`src/rtl/spi_seq_pkg.sv`:
```
// Shared types for the command-FIFO SPI sequencer.
// Holds the command decode, the configuration layout and the lane helpers.
// Assumes the 18-bit command word layout {type[3:0], cs[3:0], arg[9:0]}.
package spi_seq_pkg;

    localparam int CMD_W = 18;
    localparam int CFG_W = 10;
    localparam int ARG_W = 10;

    localparam logic [3:0] TYPE_OPC   = 4'h5;
    localparam logic [3:0] TYPE_ADDR  = 4'h6;
    localparam logic [3:0] TYPE_DUMMY = 4'hB;
    localparam logic [3:0] TYPE_IDLE  = 4'hC;

    typedef enum logic [1:0] {
        K_IDLE  = 2'd0,
        K_OPC   = 2'd1,
        K_ADDR  = 2'd2,
        K_DUMMY = 2'd3
    } op_kind_t;

    typedef struct packed {
        op_kind_t           kind;
        logic [3:0]         cs;
        logic [ARG_W-1:0]   arg;
    } op_t;

    typedef struct packed {
        logic [3:0] div_m1;
        logic       cpol;
        logic       cpha;
        logic [1:0] addr_lanes;
        logic [1:0] opc_lanes;
    } cfg_t;

    // Turn a raw command word into a decoded operation; unknown types become a zero idle.
    function automatic op_t decode_word(input logic [CMD_W-1:0] w);
        op_t o;
        o.cs  = w[13:10];
        o.arg = w[9:0];
        case (w[17:14])
            TYPE_OPC:   o.kind = K_OPC;
            TYPE_ADDR:  o.kind = K_ADDR;
            TYPE_DUMMY: o.kind = K_DUMMY;
            TYPE_IDLE:  o.kind = K_IDLE;
            default: begin
                o.kind = K_IDLE;
                o.arg  = '0;
            end
        endcase
        return o;
    endfunction

    // Bits moved per SPI period for a lane code (code 3 acts as quad).
    function automatic logic [2:0] lane_bits(input logic [1:0] code);
        case (code)
            2'd0:    return 3'd1;
            2'd1:    return 3'd2;
            default: return 3'd4;
        endcase
    endfunction

    // Drive-enable pattern for a lane code.
    function automatic logic [3:0] lane_mask(input logic [1:0] code);
        case (code)
            2'd0:    return 4'b0001;
            2'd1:    return 4'b0011;
            default: return 4'b1111;
        endcase
    endfunction

endpackage

```
`src/rtl/cmd_fifo.sv`:
```
// Synchronous FIFO for command words.
// A push while full is dropped (the caller flags it); pop on empty is ignored.
// Assumes DEPTH >= 2; the pointers wrap explicitly, so any depth works.
module cmd_fifo #(
    parameter int WIDTH = 18,
    parameter int DEPTH = 8,
    localparam int AW = (DEPTH > 1) ? $clog2(DEPTH) : 1,
    localparam int CW = $clog2(DEPTH + 1)
) (
    input  logic             clk,
    input  logic             rst_n,
    input  logic             push,
    input  logic [WIDTH-1:0] din,
    input  logic             pop,
    output logic [WIDTH-1:0] dout,
    output logic             full,
    output logic             empty,
    output logic [CW-1:0]    count
);

    logic [WIDTH-1:0] mem [DEPTH];
    logic [AW-1:0]    wr_ptr, rd_ptr;
    logic             do_push, do_pop;

    assign full    = (count == CW'(DEPTH));
    assign empty   = (count == '0);
    assign do_push = push && !full;
    assign do_pop  = pop && !empty;
    assign dout    = mem[rd_ptr];

    // Storage write; no reset needed on the data array.
    always_ff @(posedge clk) begin
        if (do_push) mem[wr_ptr] <= din;
    end

    // Pointer and occupancy bookkeeping.
    always_ff @(posedge clk) begin
        if (!rst_n) begin
            wr_ptr <= '0;
            rd_ptr <= '0;
            count  <= '0;
        end else begin
            if (do_push) wr_ptr <= (wr_ptr == AW'(DEPTH - 1)) ? '0 : wr_ptr + 1'b1;
            if (do_pop)  rd_ptr <= (rd_ptr == AW'(DEPTH - 1)) ? '0 : rd_ptr + 1'b1;
            case ({do_push, do_pop})
                2'b10:   count <= count + 1'b1;
                2'b01:   count <= count - 1'b1;
                default: count <= count;
            endcase
        end
    end


    drop_when_full_chk: assert property (@(posedge clk) disable iff (!rst_n)
        (push && full && !pop) |=> (count == $past(count)));

endmodule

```
`src/rtl/seq_exec.sv`:
```
// Executor stage: runs one decoded command at a time on the SPI pins.
// It derives sclk from a bus-clock phase counter, shifts opcode and address
// bytes out MSB first, and holds the chip-select code after each command.
// Assumes cfg only changes while the executor is idle.
module seq_exec #(
    parameter int DIV_W = 4,
    localparam int CNT_W = spi_seq_pkg::ARG_W + 1
) (
    input  logic                 clk,
    input  logic                 rst_n,
    input  logic                 load,
    input  spi_seq_pkg::op_t     op,
    input  spi_seq_pkg::cfg_t    cfg,
    output logic                 busy,
    output logic                 sclk,
    output logic [1:0]           cs_n,
    output logic [3:0]           io_out,
    output logic [3:0]           io_oe
);
    import spi_seq_pkg::*;

    op_kind_t          kind;
    logic [3:0]        cs_code;
    logic [DIV_W-1:0]  ph;
    logic [DIV_W-1:0]  div_last;
    logic [CNT_W-1:0]  rem;
    logic [7:0]        shreg;
    logic [1:0]        lcode;

    logic [CNT_W-1:0]  periods;
    logic [1:0]        load_lcode;
    logic [DIV_W:0]    half;
    logic              toggling, active, driving;

    // Periods and lane code a freshly loaded command needs.
    always_comb begin
        load_lcode = (op.kind == K_ADDR) ? cfg.addr_lanes : cfg.opc_lanes;
        case (op.kind)
            K_IDLE:  periods = CNT_W'(op.arg);
            K_DUMMY: periods = CNT_W'(op.arg) + 1'b1;
            default: periods = CNT_W'(4'd8 >> (lane_bits(load_lcode) >> 1));
        endcase
    end

    // Command state: load, advance the phase counter, shift, retire.
    always_ff @(posedge clk) begin
        if (!rst_n) begin
            busy     <= 1'b0;
            kind     <= K_IDLE;
            cs_code  <= 4'hF;
            ph       <= '0;
            div_last <= DIV_W'(3);
            rem      <= '0;
            shreg    <= '0;
            lcode    <= '0;
        end else if (load) begin
            busy     <= (periods != '0);
            kind     <= op.kind;
            cs_code  <= op.cs;
            ph       <= '0;
            div_last <= (cfg.div_m1 == '0) ? DIV_W'(1) : DIV_W'(cfg.div_m1);
            rem      <= periods;
            shreg    <= op.arg[7:0];
            lcode    <= load_lcode;
        end else if (busy) begin
            if (ph == div_last) begin
                ph    <= '0;
                rem   <= rem - 1'b1;
                shreg <= shreg << lane_bits(lcode);
                if (rem == CNT_W'(1)) busy <= 1'b0;
            end else begin
                ph <= ph + 1'b1;
            end
        end
    end

    // Pin generation from the registered state.
    always_comb begin
        half     = ({1'b0, div_last} + 1'b1) >> 1;
        toggling = busy && (kind != K_IDLE);
        active   = cfg.cpha ? ({1'b0, ph} < half) : ({1'b0, ph} >= half);
        sclk     = cfg.cpol ^ (toggling && active);
        driving  = busy && ((kind == K_OPC) || (kind == K_ADDR));
        io_oe    = driving ? lane_mask(lcode) : 4'b0000;
        case (lcode)
            2'd0:    io_out = {3'b000, shreg[7]};
            2'd1:    io_out = {2'b00, shreg[7:6]};
            default: io_out = shreg[7:4];
        endcase
        if (!driving) io_out = 4'b0000;
        cs_n = cs_code[1:0];
    end


    lane_shape_chk: assert property (@(posedge clk) disable iff (!rst_n)
        (io_oe == 4'b0000) || (io_oe == 4'b0001) || (io_oe == 4'b0011) || (io_oe == 4'b1111));

    idle_level_chk: assert property (@(posedge clk) disable iff (!rst_n)
        (busy && kind == K_IDLE) |-> (sclk == cfg.cpol && io_oe == 4'b0000));

    dummy_release_chk: assert property (@(posedge clk) disable iff (!rst_n)
        (busy && kind == K_DUMMY) |-> (io_oe == 4'b0000));

    rest_level_chk: assert property (@(posedge clk) disable iff (!rst_n)
        !busy |-> (sclk == cfg.cpol));

endmodule

```
`src/rtl/spi_cmd_seq.sv`:
```
// Top of the command-FIFO SPI sequencer: configuration register, command
// FIFO, one-word prefetch stage and executor. Status reports the pending
// count (FIFO + prefetch + executing) and a sticky overflow flag.
// Assumes FIFO_DEPTH + 2 fits the 5-bit pending field.
module spi_cmd_seq #(
    parameter int FIFO_DEPTH = 8,
    parameter int DIV_W      = 4,
    localparam int CW        = $clog2(FIFO_DEPTH + 1),
    localparam int PEND_W    = 5
) (
    input  logic                          clk,
    input  logic                          rst_n,
    input  logic                          cmd_wr,
    input  logic [spi_seq_pkg::CMD_W-1:0] cmd_word,
    input  logic                          cfg_wr,
    input  logic [spi_seq_pkg::CFG_W-1:0] cfg_word,
    output logic [31:0]                   status,
    output logic                          sclk,
    output logic [1:0]                    cs_n,
    output logic [3:0]                    io_out,
    output logic [3:0]                    io_oe
);
    import spi_seq_pkg::*;

    cfg_t               cfg;
    logic               ovf;
    logic [CMD_W-1:0]   fifo_dout;
    logic               fifo_full, fifo_empty, fifo_pop;
    logic [CW-1:0]      fifo_count;
    logic               pre_valid;
    op_t                pre_op;
    logic               exec_busy, exec_load;
    logic [PEND_W-1:0]  pending;

    // Configuration register; the divider field resets to a divide of 4.
    always_ff @(posedge clk) begin
        if (!rst_n) begin
            cfg        <= '0;
            cfg.div_m1 <= 4'd3;
        end else if (cfg_wr) begin
            cfg <= cfg_t'(cfg_word);
        end
    end

    // Sticky overflow on a write the full FIFO cannot take.
    always_ff @(posedge clk) begin
        if (!rst_n) ovf <= 1'b0;
        else if (cmd_wr && fifo_full) ovf <= 1'b1;
    end

    cmd_fifo #(.WIDTH(CMD_W), .DEPTH(FIFO_DEPTH)) u_fifo (
        .clk   (clk),
        .rst_n (rst_n),
        .push  (cmd_wr),
        .din   (cmd_word),
        .pop   (fifo_pop),
        .dout  (fifo_dout),
        .full  (fifo_full),
        .empty (fifo_empty),
        .count (fifo_count)
    );

    assign exec_load = pre_valid && !exec_busy;
    assign fifo_pop  = !fifo_empty && (!pre_valid || exec_load);

    // Prefetch stage: holds the next decoded command while one executes.
    always_ff @(posedge clk) begin
        if (!rst_n) begin
            pre_valid <= 1'b0;
            pre_op    <= '0;
        end else if (fifo_pop) begin
            pre_valid <= 1'b1;
            pre_op    <= decode_word(fifo_dout);
        end else if (exec_load) begin
            pre_valid <= 1'b0;
        end
    end

    seq_exec #(.DIV_W(DIV_W)) u_exec (
        .clk    (clk),
        .rst_n  (rst_n),
        .load   (exec_load),
        .op     (pre_op),
        .cfg    (cfg),
        .busy   (exec_busy),
        .sclk   (sclk),
        .cs_n   (cs_n),
        .io_out (io_out),
        .io_oe  (io_oe)
    );

    // Pending work across all three stages, packed into the status word.
    always_comb begin
        pending = PEND_W'(fifo_count) + PEND_W'(pre_valid) + PEND_W'(exec_busy);
        status  = {ovf, 4'b0000, pending, 22'd0};
    end


    pending_cap_chk: assert property (@(posedge clk) disable iff (!rst_n)
        pending <= PEND_W'(FIFO_DEPTH + 2));

    ovf_sticky_chk: assert property (@(posedge clk) disable iff (!rst_n)
        ovf |=> ovf);

    prefetch_ahead_chk: assert property (@(posedge clk) disable iff (!rst_n)
        (fifo_count != '0) |-> (pre_valid || !$past(fifo_empty) || $past(exec_load) || $past(cmd_wr)));

endmodule

```
`config.mk`:
```
export PLATFORM = sky130hd
export DESIGN_NAME = spi_cmd_seq
export DESIGN_NICKNAME = d
export VERILOG_FILES = /design/src/rtl/spi_seq_pkg.sv /design/src/rtl/cmd_fifo.sv /design/src/rtl/seq_exec.sv /design/src/rtl/spi_cmd_seq.sv
export SDC_FILE = /design/constraint.sdc
export NUM_CORES = 1
export LEC_CHECK = 0
export CORE_MARGIN = 1
export CORE_UTILIZATION = 46
export CTS_BUF_LIST = sky130_fd_sc_hd__clkbuf_4
export DETAILED_ROUTE_END_ITERATION = 12
export GPL_ROUTABILITY_DRIVEN = 0
export GPL_TIMING_DRIVEN = 0
export MAX_ROUTING_LAYER = met4
export PLACE_DENSITY = 0.66
export SYNTH_ARGS = -nofsm -noshare
export SYNTH_HDL_FRONTEND = slang
export SYNTH_SLANG_ARGS = --single-unit
```
`constraint.sdc`:
```
create_clock -name clk -period 4.1 [get_ports clk]
set_clock_uncertainty 0.05 [all_clocks]
set_input_delay 0.615 -clock clk [delete_from_list [all_inputs] [get_ports clk]]
set_output_delay 0.615 -clock clk [all_outputs]
set_load 0.01 [all_outputs]
```
==> reports/metrics.csv <==
stage;metric;value;unit
place;HPWL Detailed;13600;um
clock_network;Num CTS Buffers;52;
timing;minimum clock period;3750;ps
global_route;gr usage total;20.5;%
floorplan;I/O pin total;75;
timing;Hold Worst Slack;290;ps
timing;final hold violations;0;
detailed_routing;DRT iter0 DRCs;424;
worst_setup_path;top fanout value on the critical path;5;
clock_network;clock insertion delay at the later pin of the skew report;650;ps
logic_synthesis;sequential area share after synthesis;58.6;%
clock_network;CTS H-tree depth;2;
power_and_ir_drop;Int Power;4.08;mW
floorplan;Initial Utilization;47.6;%
clock_network;Worst-path clk slew;70;ps
clock_network;CTS tree;yes;
clock_network;hold buffers post-CTS;0;
logic_synthesis;most common flop cell mapped by yosys;edfxtp_1;
global_route;number of global-route vias before repair;6153;
logic_synthesis;complex-gate fraction of the synthesized area;8.01;%
timing;Slew Viols, Final;0;
cells_and_area;diodes inserted;0;
global_route;initial antenna violation count;0;
place;Placed Area;10100;um2
logic_synthesis;Ys Warns;0;
floorplan;die span in y;142;um
logic_synthesis;largest family of logic cells by synthesized area;multiplexers;
clock_network;CTS Sinks;201;
cells_and_area;final std cell area, no fill;10700;um2
power_and_ir_drop;worst ir drop on vdd;0.347;mV
power_and_ir_drop;Sw Share;33.3;%
timing;endpoints failing setup;0;
cells_and_area;Finished Layout Cells;1142;
worst_setup_path;WP data required;3430;ps
power_and_ir_drop;Psw;2.03;mW
floorplan;FP Rows;50;
power_and_ir_drop;combinational share of power;31.5;%
worst_setup_path;CP Capture Type;output port;
power_and_ir_drop;clock share of power;26.8;%
power_and_ir_drop;Lkg Pwr;3.85;nW
cells_and_area;fraction of layout cells with a size suffix above 1;20.6;%
place;# placed instances;1051;
detailed_routing;drt wl/cell;16.9;um
detailed_routing;DRT Pass-1 Iters;5;
floorplan;Core Footprint;19000;um2
outcome;outcome;completed;
detailed_routing;vias post-DR;6124;
clock_network;clk buf depth;3;
floorplan;DIE WIDTH;142;um
worst_setup_path;Reg2Reg Setup Slack;1170;ps
flow_run;max_cap viols;0;
cells_and_area;P&R area growth vs syn;18.3;%
logic_synthesis;multiplexer area fraction after synthesis;12.6;%
timing;period utilization;91.5;%
global_route;first-pass GRT wire length;31000;um
logic_synthesis;count of different cell masters after synthesis;65;
logic_synthesis;Post-Synthesis Cell Area;9050;um2
timing;Max-slew headroom;38.0;%
power_and_ir_drop;pwr/cell area;571;nW/um2
logic_synthesis;Post-Synth Simple-Gate Area;10.8;%
timing;maximum clock rate;266;MHz
logic_synthesis;Post-synth EDFFs;128;
clock_network;post-CTS repair timing setup buffer count;0;
logic_synthesis;FF+latch count, synth;201;
detailed_routing;Antenna Nets Post-Route;0;
detailed_routing;DRC;0;
cells_and_area;Final Net Count;900;
clock_network;Root Driver;clkbuf_4;
place;IO buf count;44;
min_path;Min-Delay Path Class;in -> reg;
worst_setup_path;Setup CP Type;reg -> out;
worst_setup_path;crit path DAT;3090;ps
power_and_ir_drop;Sequential Power Share;41.7;%
detailed_routing;Post-Route WL;19300;um
worst_setup_path;Worst Setup Start Kind;flop;
detailed_routing;vias per inst;5.36;
power_and_ir_drop;Power, Total;6.11;mW
cells_and_area;Sequential Area;5310;um2
cells_and_area;Multi-input gate area;3420;um2
timing;unrepaired setup endpoints after global routing;false;
clock_network;post-CTS resize count;0;
logic_synthesis;XOR/XNOR Fraction of Synth Area;1.55;%
logic_synthesis;post-synthesis cell count;712;
floorplan;full die area;20200;um2
logic_synthesis;Adder-Cell Fraction of Synth Area;3.35;%
logic_synthesis;fraction of registers with async set or reset after synthesis;0;%
logic_synthesis;Synth Area per Inst;12.7;um2
timing;final setup TNS;0;ps
global_route;largest net degree at the start of global routing;16;
global_route;grt ovf;0;
cells_and_area;# fillers;1618;
timing;Slew @ Worst Pin;925;ps
## power groups by stage
stage                     registers [mW]  logic (mW)  clock network (mW)
after CTS                           2.54        1.93                1.69
after detailed placement            2.59        1.93                   0
after global routing                2.57        2.13                1.80
after floorplan                     2.54        1.43                   0
final                               2.55        1.93                1.63
after global placement              2.57        1.85                   0
## cell families after synthesis
logic type,count (synthesis)
and+or+nand+nor,207
adders and majority gates,23
buffers and inverters,85
muxes,71
xor gates and xnor gates,16
DFF,201
AOI/OAI and AO/OA,108
other,1
## cell usage in the layout, fill, tap and decap left out, types with 5 or more instances in the layout
master           count
and3_1               7
inv_1               17
o21ai_1             16
a311oi_1             6
conb_1              26
nand3_1             15
buf_6                8
dfxtp_1             73
a31oi_1              5
clkdlybuf4s50_1     44
clkinv_1            11
xor2_1              13
a21oi_1             33
edfxtp_1           128
nor2_1              55
nor3_1              19
nand2b_1             9
nand2_1             66
mux4_2              32
buf_2                7
clkbuf_4            77
o21ai_0              8
ha_1                21
mux2i_1             33
a211oi_1             7
buf_4               30
clkbuf_1            24
## state kept, by name, indices dropped and copies added, names as in the netlist, named ones only
name	count
ovf	1
u_exec.shreg	8
pre_op	14
pre_valid	1
u_exec.ph	4
u_fifo.rd_ptr	3
u_exec.cs_code	2
u_exec.kind	2
u_exec.rem	11
u_fifo.wr_ptr	3
u_exec.busy	1
u_fifo.count	4
u_exec.lcode	2
u_fifo.mem	128
cfg	10
u_exec.div_last	4
## metal layers
layer	global-route usage [%]	share of wire (%)	routed length, um
met3	4.34	5.6	1080
met2	34.9	50	9660
met4	8.15	2.3	446
met1	23.7	42	8070
met5	-	0	0
## metrics by stage
stage	utilization (%)	setup WS, ps
final	56.3	347
after global routing	56.3	68.7
after CTS	56.3	291
after detailed placement	52.9	986
after global placement	52.1	-989
after floorplan	-	1230
## worst max-delay path, stage by stage (launching register included)
cell and delay [ps]:
dfxtp_1 420, nand3_1 120, xor2_1 160, ha_1 300, a21o_1 170, a21oi_1 160, o21ai_0 100, a221oi_1 320
xor2_1 160, clkdlybuf4s50_1 540
## cell type report
type,instances,share of cell area (%)
Buffer,63,3.45
Clock buffer,77,5.40
Clock inverter,14,0.608
Inverter,22,0.771
Multi-Input combinational cell,451,31.9
Sequential cell,201,49.6
Tap cell,260,3.04
Timing Repair Buffer,54,5.24
## synth_stat cells, drive strengths merged, types with 3 or more instances
cell / instances / share of area (%)
xnor2: 3 / 0.29
edfxtp: 128 / 42
nor4: 5 / 0.51
mux4: 32 / 8.0
a311oi: 6 / 0.58
ha: 21 / 2.9
o21a: 4 / 0.33
nor3: 23 / 1.3
nor2: 59 / 2.5
mux2i: 35 / 4.1
and3: 7 / 0.48
a21o: 4 / 0.33
a211oi: 7 / 0.58
nand4: 4 / 0.28
clkbuf: 24 / 1.0
a21oi: 33 / 1.8
o211ai: 3 / 0.40
dfxtp: 73 / 16
inv: 21 / 0.87
a31oi: 5 / 0.35
nand2b: 9 / 0.62
o21ai: 24 / 1.3
nand3: 15 / 0.83
nand4b: 3 / 0.29
mux2: 4 / 0.50
nand2: 66 / 2.7
buf: 39 / 3.1
nor3b: 4 / 0.33
and2: 4 / 0.28
xor2: 13 / 1.3
a221oi: 3 / 0.29
a311o: 3 / 0.33
## worst paths after layout
path | from | to | cells past startpoint
worst max-delay path | u_exec.div_last[2] | sclk | 9
worst max register to register | u_fifo.count[1] | u_fifo.count[3] | 11
worst min-delay path | rst_n | u_exec.rem[10] | 3
worst min register to register | u_exec.kind[0] | u_exec.kind[0] | 2
Power figures use the tool's default switching activity.
